$ cat config.mk
export PLATFORM = sky130hd
export DESIGN_NAME = mbox_top
export DESIGN_NICKNAME = d
export VERILOG_FILES = /design/src/rtl/mbox_pkg.sv /design/src/rtl/mbox_h2c.sv /design/src/rtl/mbox_c2h.sv /design/src/rtl/mbox_cmd.sv /design/src/rtl/mbox_dma.sv /design/src/rtl/mbox_top.sv
export SDC_FILE = /design/constraint.sdc
export NUM_CORES = 1
export LEC_CHECK = 0
export BUFFER_PORTS_ARGS = -buffer_cell sky130_fd_sc_hd__buf_2
export CAP_MARGIN = 10
export CORE_UTILIZATION = 50
export CTS_CLUSTER_DIAMETER = 60
export DETAILED_ROUTE_END_ITERATION = 12
export GPL_TIMING_DRIVEN = 0
export PLACE_DENSITY = 0.82
export SKIP_CTS_REPAIR_TIMING = 1
export SYNTH_ARGS = -nofsm -noshare
export SYNTH_HDL_FRONTEND = slang
export SYNTH_SLANG_ARGS = --single-unit
$ cat constraint.sdc
create_clock -name clk -period 1.2 [get_ports clk]
set_input_delay 0 -clock clk [delete_from_list [all_inputs] [get_ports clk]]
set_output_delay 0 -clock clk [all_outputs]
set_load 0.005 [all_outputs]
$ cat src/rtl/mbox_pkg.sv
package mbox_pkg;
    localparam int STAT_W  = 16;
    localparam int ST_RXF  = 0;
    localparam int ST_TXE  = 1;
    localparam int ST_CMD  = 2;
    localparam int ST_FLG0 = 3;
    localparam int ST_FLG1 = 4;
    localparam int ST_DMA  = 5;

    typedef enum logic {H2C_IDLE, H2C_HELD}    h2c_st_t;
    typedef enum logic {C2H_EMPTY, C2H_LOADED} c2h_st_t;
    typedef enum logic {CMD_IDLE, CMD_PEND}    cmd_st_t;
    typedef enum logic {DMA_IDLE, DMA_ARMED}   dma_st_t;
endpackage

$ cat src/rtl/mbox_h2c.sv
module mbox_h2c
    import mbox_pkg::*;
#(
    parameter int DATA_W = 24
) (
    input  logic              clk,
    input  logic              rst_n,
    input  logic              init,
    input  logic              h_wr,
    input  logic [DATA_W-1:0] h_data,
    input  logic              c_rd,
    output logic [DATA_W-1:0] c_data,
    output logic              rx_full,
    output logic              held
);
    h2c_st_t           st_q, st_d;
    logic [DATA_W-1:0] stage_q;
    logic [DATA_W-1:0] rx_q;
    logic              full_q;
    logic              xfer;

    assign xfer = (st_q == H2C_HELD) && !full_q;

    always_comb begin
        st_d = st_q;
        unique case (st_q)
            H2C_IDLE: if (h_wr) st_d = H2C_HELD;
            H2C_HELD: if (h_wr) st_d = H2C_HELD;
                      else if (xfer) st_d = H2C_IDLE;
        endcase
        if (init) st_d = H2C_IDLE;
    end

    always_ff @(posedge clk) begin
        if (!rst_n) st_q <= H2C_IDLE;
        else        st_q <= st_d;
    end

    always_ff @(posedge clk) begin
        if (!rst_n) begin
            full_q  <= 1'b0;
            rx_q    <= '0;
            stage_q <= '0;
        end else begin
            if (init) begin
                full_q <= 1'b0;
            end else if (xfer) begin
                full_q <= 1'b1;
                rx_q   <= stage_q;
            end else if (c_rd) begin
                full_q <= 1'b0;
            end
            if (h_wr && !init) stage_q <= h_data;
        end
    end

    assign c_data  = rx_q;
    assign rx_full = full_q;
    assign held    = (st_q == H2C_HELD);

    p_set_full_r3: assert property (@(posedge clk) disable iff (!rst_n)
        (held && !rx_full && !init) |=> (rx_full && c_data == $past(stage_q)));
    p_rd_clear_r3: assert property (@(posedge clk) disable iff (!rst_n)
        (c_rd && rx_full && !init) |=> !rx_full);
    p_keep_word_r10: assert property (@(posedge clk) disable iff (!rst_n)
        (rx_full && !c_rd && !init) |=> (rx_full && $stable(c_data)));
    p_late_move_r11: assert property (@(posedge clk) disable iff (!rst_n)
        (c_rd && rx_full && held && !init && !h_wr) |=> (!rx_full && held));
    p_init_flush_r5: assert property (@(posedge clk) disable iff (!rst_n)
        init |=> (!rx_full && !held));
endmodule

$ cat src/rtl/mbox_c2h.sv
module mbox_c2h
    import mbox_pkg::*;
#(
    parameter int DATA_W = 24
) (
    input  logic              clk,
    input  logic              rst_n,
    input  logic              init,
    input  logic              c_wr,
    input  logic [DATA_W-1:0] c_data,
    input  logic              h_rd,
    output logic [DATA_W-1:0] h_data,
    output logic              h_full,
    output logic              tx_empty
);
    c2h_st_t           st_q, st_d;
    logic [DATA_W-1:0] stage_q;
    logic [DATA_W-1:0] hrx_q;
    logic              hfull_q;
    logic              xfer;

    assign xfer = (st_q == C2H_LOADED) && !hfull_q;

    always_comb begin
        st_d = st_q;
        unique case (st_q)
            C2H_EMPTY:  if (c_wr) st_d = C2H_LOADED;
            C2H_LOADED: if (c_wr) st_d = C2H_LOADED;
                        else if (xfer) st_d = C2H_EMPTY;
        endcase
        if (init) st_d = C2H_EMPTY;
    end

    always_ff @(posedge clk) begin
        if (!rst_n) st_q <= C2H_EMPTY;
        else        st_q <= st_d;
    end

    always_ff @(posedge clk) begin
        if (!rst_n) begin
            hfull_q <= 1'b0;
            hrx_q   <= '0;
            stage_q <= '0;
        end else begin
            if (xfer && !init) begin
                hfull_q <= 1'b1;
                hrx_q   <= stage_q;
            end else if (h_rd) begin
                hfull_q <= 1'b0;
            end
            if (c_wr && !init) stage_q <= c_data;
        end
    end

    assign h_data   = hrx_q;
    assign h_full   = hfull_q;
    assign tx_empty = (st_q == C2H_EMPTY);

    p_wr_clear_r4: assert property (@(posedge clk) disable iff (!rst_n)
        (c_wr && !init) |=> !tx_empty);
    p_move_set_r4: assert property (@(posedge clk) disable iff (!rst_n)
        (!tx_empty && !h_full && !c_wr && !init) |=> (tx_empty && h_full));
    p_host_keep_r10: assert property (@(posedge clk) disable iff (!rst_n)
        (h_full && !h_rd) |=> (h_full && $stable(h_data)));
    p_init_empty_r5: assert property (@(posedge clk) disable iff (!rst_n)
        init |=> tx_empty);
endmodule

$ cat src/rtl/mbox_cmd.sv
module mbox_cmd
    import mbox_pkg::*;
(
    input  logic clk,
    input  logic rst_n,
    input  logic h_wr,
    input  logic h_val,
    input  logic ack,
    input  logic irq_en,
    output logic pend,
    output logic irq
);
    cmd_st_t st_q, st_d;

    always_comb begin
        st_d = st_q;
        unique case (st_q)
            CMD_IDLE: if (h_wr && h_val) st_d = CMD_PEND;
            CMD_PEND: if (h_wr && h_val) st_d = CMD_PEND;
                      else if (h_wr || ack) st_d = CMD_IDLE;
        endcase
    end

    always_ff @(posedge clk) begin
        if (!rst_n) st_q <= CMD_IDLE;
        else        st_q <= st_d;
    end

    always_comb begin
        pend = (st_q == CMD_PEND);
        irq  = pend && irq_en;
    end

    p_host_set_r6: assert property (@(posedge clk) disable iff (!rst_n)
        (h_wr && h_val) |=> pend);
    p_ack_clear_r6: assert property (@(posedge clk) disable iff (!rst_n)
        (ack && !(h_wr && h_val)) |=> !pend);
    p_host_clear_r6: assert property (@(posedge clk) disable iff (!rst_n)
        (h_wr && !h_val) |=> !pend);
endmodule

$ cat src/rtl/mbox_dma.sv
module mbox_dma
    import mbox_pkg::*;
(
    input  logic       clk,
    input  logic       rst_n,
    input  logic [1:0] mode,
    input  logic       busy,
    output logic       dma_on
);
    dma_st_t st_q, st_d;

    always_comb begin
        st_d = st_q;
        unique case (st_q)
            DMA_IDLE:  if (|mode) st_d = DMA_ARMED;
            DMA_ARMED: if (!(|mode) && !busy) st_d = DMA_IDLE;
        endcase
    end

    always_ff @(posedge clk) begin
        if (!rst_n) st_q <= DMA_IDLE;
        else        st_q <= st_d;
    end

    always_comb begin
        dma_on = (|mode) || ((st_q == DMA_ARMED) && busy);
    end

    p_mode_on_r7: assert property (@(posedge clk) disable iff (!rst_n)
        (|mode) |-> dma_on);
    p_idle_off_r7: assert property (@(posedge clk) disable iff (!rst_n)
        (!(|mode) && !busy) |-> !dma_on);
    p_drain_hold_r7: assert property (@(posedge clk) disable iff (!rst_n)
        ((|mode) && busy) |=> (busy -> dma_on));
endmodule

$ cat src/rtl/mbox_top.sv
module mbox_top
    import mbox_pkg::*;
#(
    parameter int DATA_W = 24
) (
    input  logic              clk,
    input  logic              rst_n,
    input  logic              h_tx_wr,
    input  logic [DATA_W-1:0] h_tx_data,
    output logic              h_txe,
    input  logic              h_rx_rd,
    output logic [DATA_W-1:0] h_rx_data,
    output logic              h_rxf,
    input  logic              h_ctl_wr,
    input  logic [1:0]        h_ctl_flags,
    input  logic [1:0]        h_ctl_mode,
    input  logic              h_init,
    input  logic              h_cmd_wr,
    input  logic              h_cmd_val,
    input  logic              c_rx_rd,
    output logic [DATA_W-1:0] c_rx_data,
    input  logic              c_tx_wr,
    input  logic [DATA_W-1:0] c_tx_data,
    output logic [STAT_W-1:0] c_status,
    input  logic              c_irq_en,
    input  logic              c_cmd_ack,
    output logic              c_irq,
    output logic              dma_rx_req,
    output logic              dma_tx_req
);
    logic [1:0] flags_q;
    logic [1:0] mode_q;
    logic       rx_full, held, tx_empty, cmd_pend, dma_on;

    always_ff @(posedge clk) begin
        if (!rst_n) begin
            flags_q <= 2'b00;
            mode_q  <= 2'b00;
        end else if (h_ctl_wr) begin
            flags_q <= h_ctl_flags;
            mode_q  <= h_ctl_mode;
        end
    end

    mbox_h2c #(.DATA_W(DATA_W)) u_h2c (
        .clk(clk), .rst_n(rst_n), .init(h_init),
        .h_wr(h_tx_wr), .h_data(h_tx_data),
        .c_rd(c_rx_rd), .c_data(c_rx_data),
        .rx_full(rx_full), .held(held)
    );

    mbox_c2h #(.DATA_W(DATA_W)) u_c2h (
        .clk(clk), .rst_n(rst_n), .init(h_init),
        .c_wr(c_tx_wr), .c_data(c_tx_data),
        .h_rd(h_rx_rd), .h_data(h_rx_data),
        .h_full(h_rxf), .tx_empty(tx_empty)
    );

    mbox_cmd u_cmd (
        .clk(clk), .rst_n(rst_n),
        .h_wr(h_cmd_wr), .h_val(h_cmd_val), .ack(c_cmd_ack),
        .irq_en(c_irq_en), .pend(cmd_pend), .irq(c_irq)
    );

    mbox_dma u_dma (
        .clk(clk), .rst_n(rst_n), .mode(mode_q),
        .busy(held || !tx_empty), .dma_on(dma_on)
    );

    always_comb begin
        c_status          = '0;
        c_status[ST_RXF]  = rx_full;
        c_status[ST_TXE]  = tx_empty;
        c_status[ST_CMD]  = cmd_pend;
        c_status[ST_FLG0] = flags_q[0];
        c_status[ST_FLG1] = flags_q[1];
        c_status[ST_DMA]  = dma_on;
        h_txe             = !held;
        dma_rx_req        = rx_full;
        dma_tx_req        = tx_empty;
    end

    p_flag_mirror_r8: assert property (@(posedge clk) disable iff (!rst_n)
        h_ctl_wr |=> (c_status[ST_FLG1:ST_FLG0] == $past(h_ctl_flags)));
    p_irq_follow_r12: assert property (@(posedge clk) disable iff (!rst_n)
        (h_cmd_wr && h_cmd_val && c_irq_en) |=> (c_irq || !c_irq_en));
endmodule

# After elaboration in Yosys (flattened, before gate mapping)

Cells that the tools add are included.

Flip-flop bits (word level): 106
Logic and storage cells: 60

Mux-type cells: 19
Bitwise operators: 6
Reduce and logical (&&, ||, !) cells: 23

Operators with widths:

| kind              | number |
|---|---|
| $mux 1            | 15 |
| $logic_and 1x1->1 | 9 |
| $pmux 1 s2        | 4 |
| $logic_not 1->1   | 6 |
| $not 1->1         | 6 |
| $reduce_bool 2->1 | 2 |
| $reduce_or 2->1   | 2 |
| $logic_or 1x1->1  | 3 |
| $reduce_and 2->1  | 1 |

# Longest topological paths before layout

Word-level depth: 5
Depth in mapped cells: 5
Gate-level depth less buffers: 3

# Cells and area by module

Synthesis repeated with hierarchy kept, for this count alone.

Cell total of the unflattened synthesis: 479
Area, all modules: 4,136.5 sq um

By module, submodules not included:

| module   | instances | cells an instance | area an instance (sq um) |
|---|---|---|---|
| mbox_h2c | 1         | 221               | 1,899.3 |
| mbox_c2h | 1         | 221               | 1,881.8 |
| mbox_top | 1         | 30                | 272.8 |
| mbox_cmd | 1         | 4                 | 47.5 |
| mbox_dma | 1         | 3                 | 35.0 |

# Least setup slack after synthesis

Ideal clock, no wire load.

Path kind: flip-flop to flip-flop
Start: reg u_h2c.full_q (netlist: u_h2c.rx_full)
End: reg u_h2c.rx_q[14] (netlist: u_h2c.c_data[14])
Data arrival time: 0.997 ns
Required time: 1.126 ns
Slack: 0.129 ns
Cell stages (with the launch flop): 6
Buffers on the path: 2
Cell sequence: dfxtp_1 nor3b_2 buf_6 buf_6 nand3_1 o21ai_0

Cells in the longest elaborated chain, start to end: 3

RTL lines:

| item                              | line           | source |
|---|---|---|
| start: declaration                | mbox_h2c.sv:19 | `logic full_q;` |
| start signal: assignment          | mbox_h2c.sv:41 | `full_q <= 1'b0;` |
| start signal: assignment          | mbox_h2c.sv:46 | `full_q <= 1'b0;` |
| start signal: assignment          | mbox_h2c.sv:48 | `full_q <= 1'b1;` |
| $logic_not 1->1                   | mbox_h2c.sv:22 | `assign xfer = (st_q == H2C_HELD) && !full_q;` |
| $logic_and 1x1->1                 | mbox_h2c.sv:22 |  |
| $reduce_and 2->1 (no source line) | -              |  |
| end signal: assignment            | mbox_h2c.sv:49 | `rx_q <= stage_q;` |
| end: declaration                  | mbox_h2c.sv:18 | `logic [DATA_W-1:0] rx_q;` |

No other way between the ends.
A chain may end at the register's enable or synchronous reset.

# Worst setup path in the final report

Start: reg u_c2h.st_q
End: reg u_c2h.hrx_q[4] (netlist: u_c2h.h_data[4])

Cells in the longest elaborated chain, start to end: 2

RTL lines:

| item                     | line           | source |
|---|---|---|
| start: declaration       | mbox_c2h.sv:16 | `c2h_st_t st_q, st_d;` |
| start signal: assignment | mbox_c2h.sv:36 | `else st_q <= st_d;` |
| $logic_and 1x1->1        | mbox_c2h.sv:22 | `assign xfer = (st_q == C2H_LOADED) && !hfull_q;` |
| $logic_and 1x1->1        | mbox_c2h.sv:45 | `if (xfer && !init) begin` |
| end signal: assignment   | mbox_c2h.sv:47 | `hrx_q <= stage_q;` |
| end: declaration         | mbox_c2h.sv:18 | `logic [DATA_W-1:0] hrx_q;` |

No other way between the ends.

==> impl_metrics.toml <==
[status]
status = "finished with violations"
violations = "negative setup slack"

[routing]
firstDrtPassIters = 4
drt_iter0_markers = 146
vias = 4050
totalWireLength_um = 11500
drt-vias-per-instance = 5.08
wl_per_cell_um = 14.4
remaining_drc_errors = 0
ant_nets = 0

[pwr]
powerDensity_nw_per_um2 = 1070
p_clk_share_pct = 30.5
internal_power_mw = 4.86
switching_power_mw = 1.60
switching_share_pct = 24.8
seqPwrFrac_pct = 56.9
vdd.ir_drop.worst_mv = 0.631
p_leak_nw = 2.54
combPwrFrac_pct = 12.6
power_mw = 6.46

[placement]
gp_congestion = 0.826
dp.cells = 716
portBuffers = 120
dpl-instance-area_sq_um = 5000
dpl.hpwl_um = 7110

[critical_path]
worst_ep_arrival_time_ps = 1500
cp_max_fo = 7
critPathRequiredTime_ps = 1490
worstSetupStartpointType = "flip-flop"
endpoint_kind = "flip-flop"
critPathKind = "reg -> reg"

[grt]
grt_max_degree = 17
overflow = 0
grt_pass1_vias = 3365
grt_pass1_wl_um = 15000
antenna_found_initial = 1
grt_use_total_pct = 21.8

[sta]
max_freq_mhz = 824
drv_slew = 0
hold-worst-slack_ps = 12.5
clock_skew_ps = 9.13
setup-violations-final = 1
rsz0062_at_grt = "true"
worst_slack_ps = -13.8
period_share_pct = 101
hold_viol = 0
finalCriticalPeriod_ps = 1210

[clocking]
cts.path.max_buffers = 2
cts_tree = "built"
cts-buffers-inserted = 9
htreeDepth = 3
cts_root_buf = "clkbuf_8"
clock_sinks = 106
clk_latency_ps = 360
path_clk_slew_ps = 90

[final_layout]
design_area_sq_um = 6060
final_cells = 798
area_growth_pct = 43.1
layout.nets = 751
drive_above_1_share_pct = 38.6

[yosys]
yosys-top-cells-area = "dfxtp_1, nand2_1, a21boi_2, o21ai_0, nand3_1"
postSynthAreaPerCell_sq_um = 8.79
synth_commonest_cells = "nand2_1, dfxtp_1, o21ai_0"
synth_top_area_cell = "dfxtp_1"
synth-seq-area-share_pct = 50.1
synthFlopType = "dfxtp_1"
ys_seq_elements = 106
synth_top_cell_area_share_pct = 50.1
synthesis.area_sq_um = 4240
synth.distinct_cells = 24
async_reset_ff_share_pct = 0
yosysWarnings = 0
synth_edf_count = 0
synth_most_common_cell = "nand2_1"
syn_inst = 482

[floorplan]
fp-row-count = 33
die_x_um = 94.1
start_util_pct = 51.6
io_pins = 133
die_area_sq_um = 8850
die_y_um = 94.1
core_region_area_sq_um = 8220

[run]
maxCapViolations = 0

[worst_hold_path]
min_path_type = "in -> reg"
layer usage:
metal	share of wire, %	up-vias	wire length, um	global-route usage, %
met5	0	-	0	0
met4	2.9	0	335	8.08
met3	4.2	30	487	4.85
met2	53	131	6050	38.7
met1	40	1916	4620	25.5
li1	-	1973	-	-
critical path, cell delays in order, from the launching register on:
cell and delay [ps]:
dfxtp_4 380, nor3b_4 270, buf_6 180, buf_6 140, nand3_2 80, o21ai_1 100
flip-flops by register name, indices dropped and copies added (netlist names), 2 cells and up:
register	cells
u_h2c.c_data	24
u_c2h.h_data	24
mode_q	2
flags_q	2
u_h2c.stage_q	24
u_c2h.stage_q	24
cell families after synthesis:
family | Yosys count | share of synthesized area (%)
AOI/OAI and AO/OA | 102 | 18.5
DFF | 106 | 50.1
muxes | 4 | 0.945
buffers and inverters | 56 | 8.65
other | 1 | 0.0885
and+or+nand+nor | 213 | 21.7
final timing paths:
check | from | to | slack [ps] | cells after the start
worst max-delay path | u_c2h.st_q$_SDFF_PP0_ | u_c2h.h_data[4]$_SDFFE_PN0P_ | -10 | 5
worst min register to register | u_h2c.c_data[14]$_SDFFE_PN0P_ | u_h2c.c_data[14]$_SDFFE_PN0P_ | 450 | 2
worst min-delay path | rst_n | u_h2c.held$_SDFF_PP0_ | 10 | 3
worst max register to register | u_c2h.st_q$_SDFF_PP0_ | u_c2h.h_data[4]$_SDFFE_PN0P_ | -10 | 5
layout by cell type, fill, tap and decap left out, types with 3 or more instances in the layout:
cell,count
clkbuf_1,9
o21ai_0,14
conb_1,10
nor2_1,4
nand2b_1,3
o21ai_1,25
o21ai_2,10
buf_8,3
mux2i_1,4
buf_6,8
nand2_1,145
clkbuf_8,10
a21oi_1,3
clkinvlp_4,3
dlygate4sd3_1,58
nand3_2,24
clkbuf_16,3
dfxtp_1,103
buf_2,137
a21boi_0,8
buf_4,20
nand3_1,24
a21boi_2,40
nor2b_1,8
area by class of cell:
cell class,instances,area [sq um]
Fill cell,589,2150
Sequential cell,106,2130
Tap cell,105,131
Multi-Input combinational cell,329,1950
Buffer,54,379
Inverter,2,7.51
Antenna cell,1,2.50
Clock buffer,12,145
Clock inverter,4,27.5
Timing Repair Buffer,185,1290
power by group through the flow:
stage	sequential [mW]	clock, mW	combinational [mW]
after detailed placement	3.75	0	0.602
final	3.68	1.97	0.812
after floorplan	3.74	0	0.384
after global placement	3.74	0	0.586
after CTS	3.67	2.00	0.605
after global routing	3.69	2.16	0.882
stage by stage:
step	utilization [%]	setup TNS, ps	setup WS [ps]
2_1_floorplan	-	0	129
3_3_place_gp	60.9	-1110	-117
3_5_place_dp	60.9	-1430	-142
4_1_cts	63.0	-1850	-149
5_1_grt	73.8	-1340	-99.9
6_report	73.8	-13.8	-13.8
No activity file was read; power rests on OpenSTA's default activity.
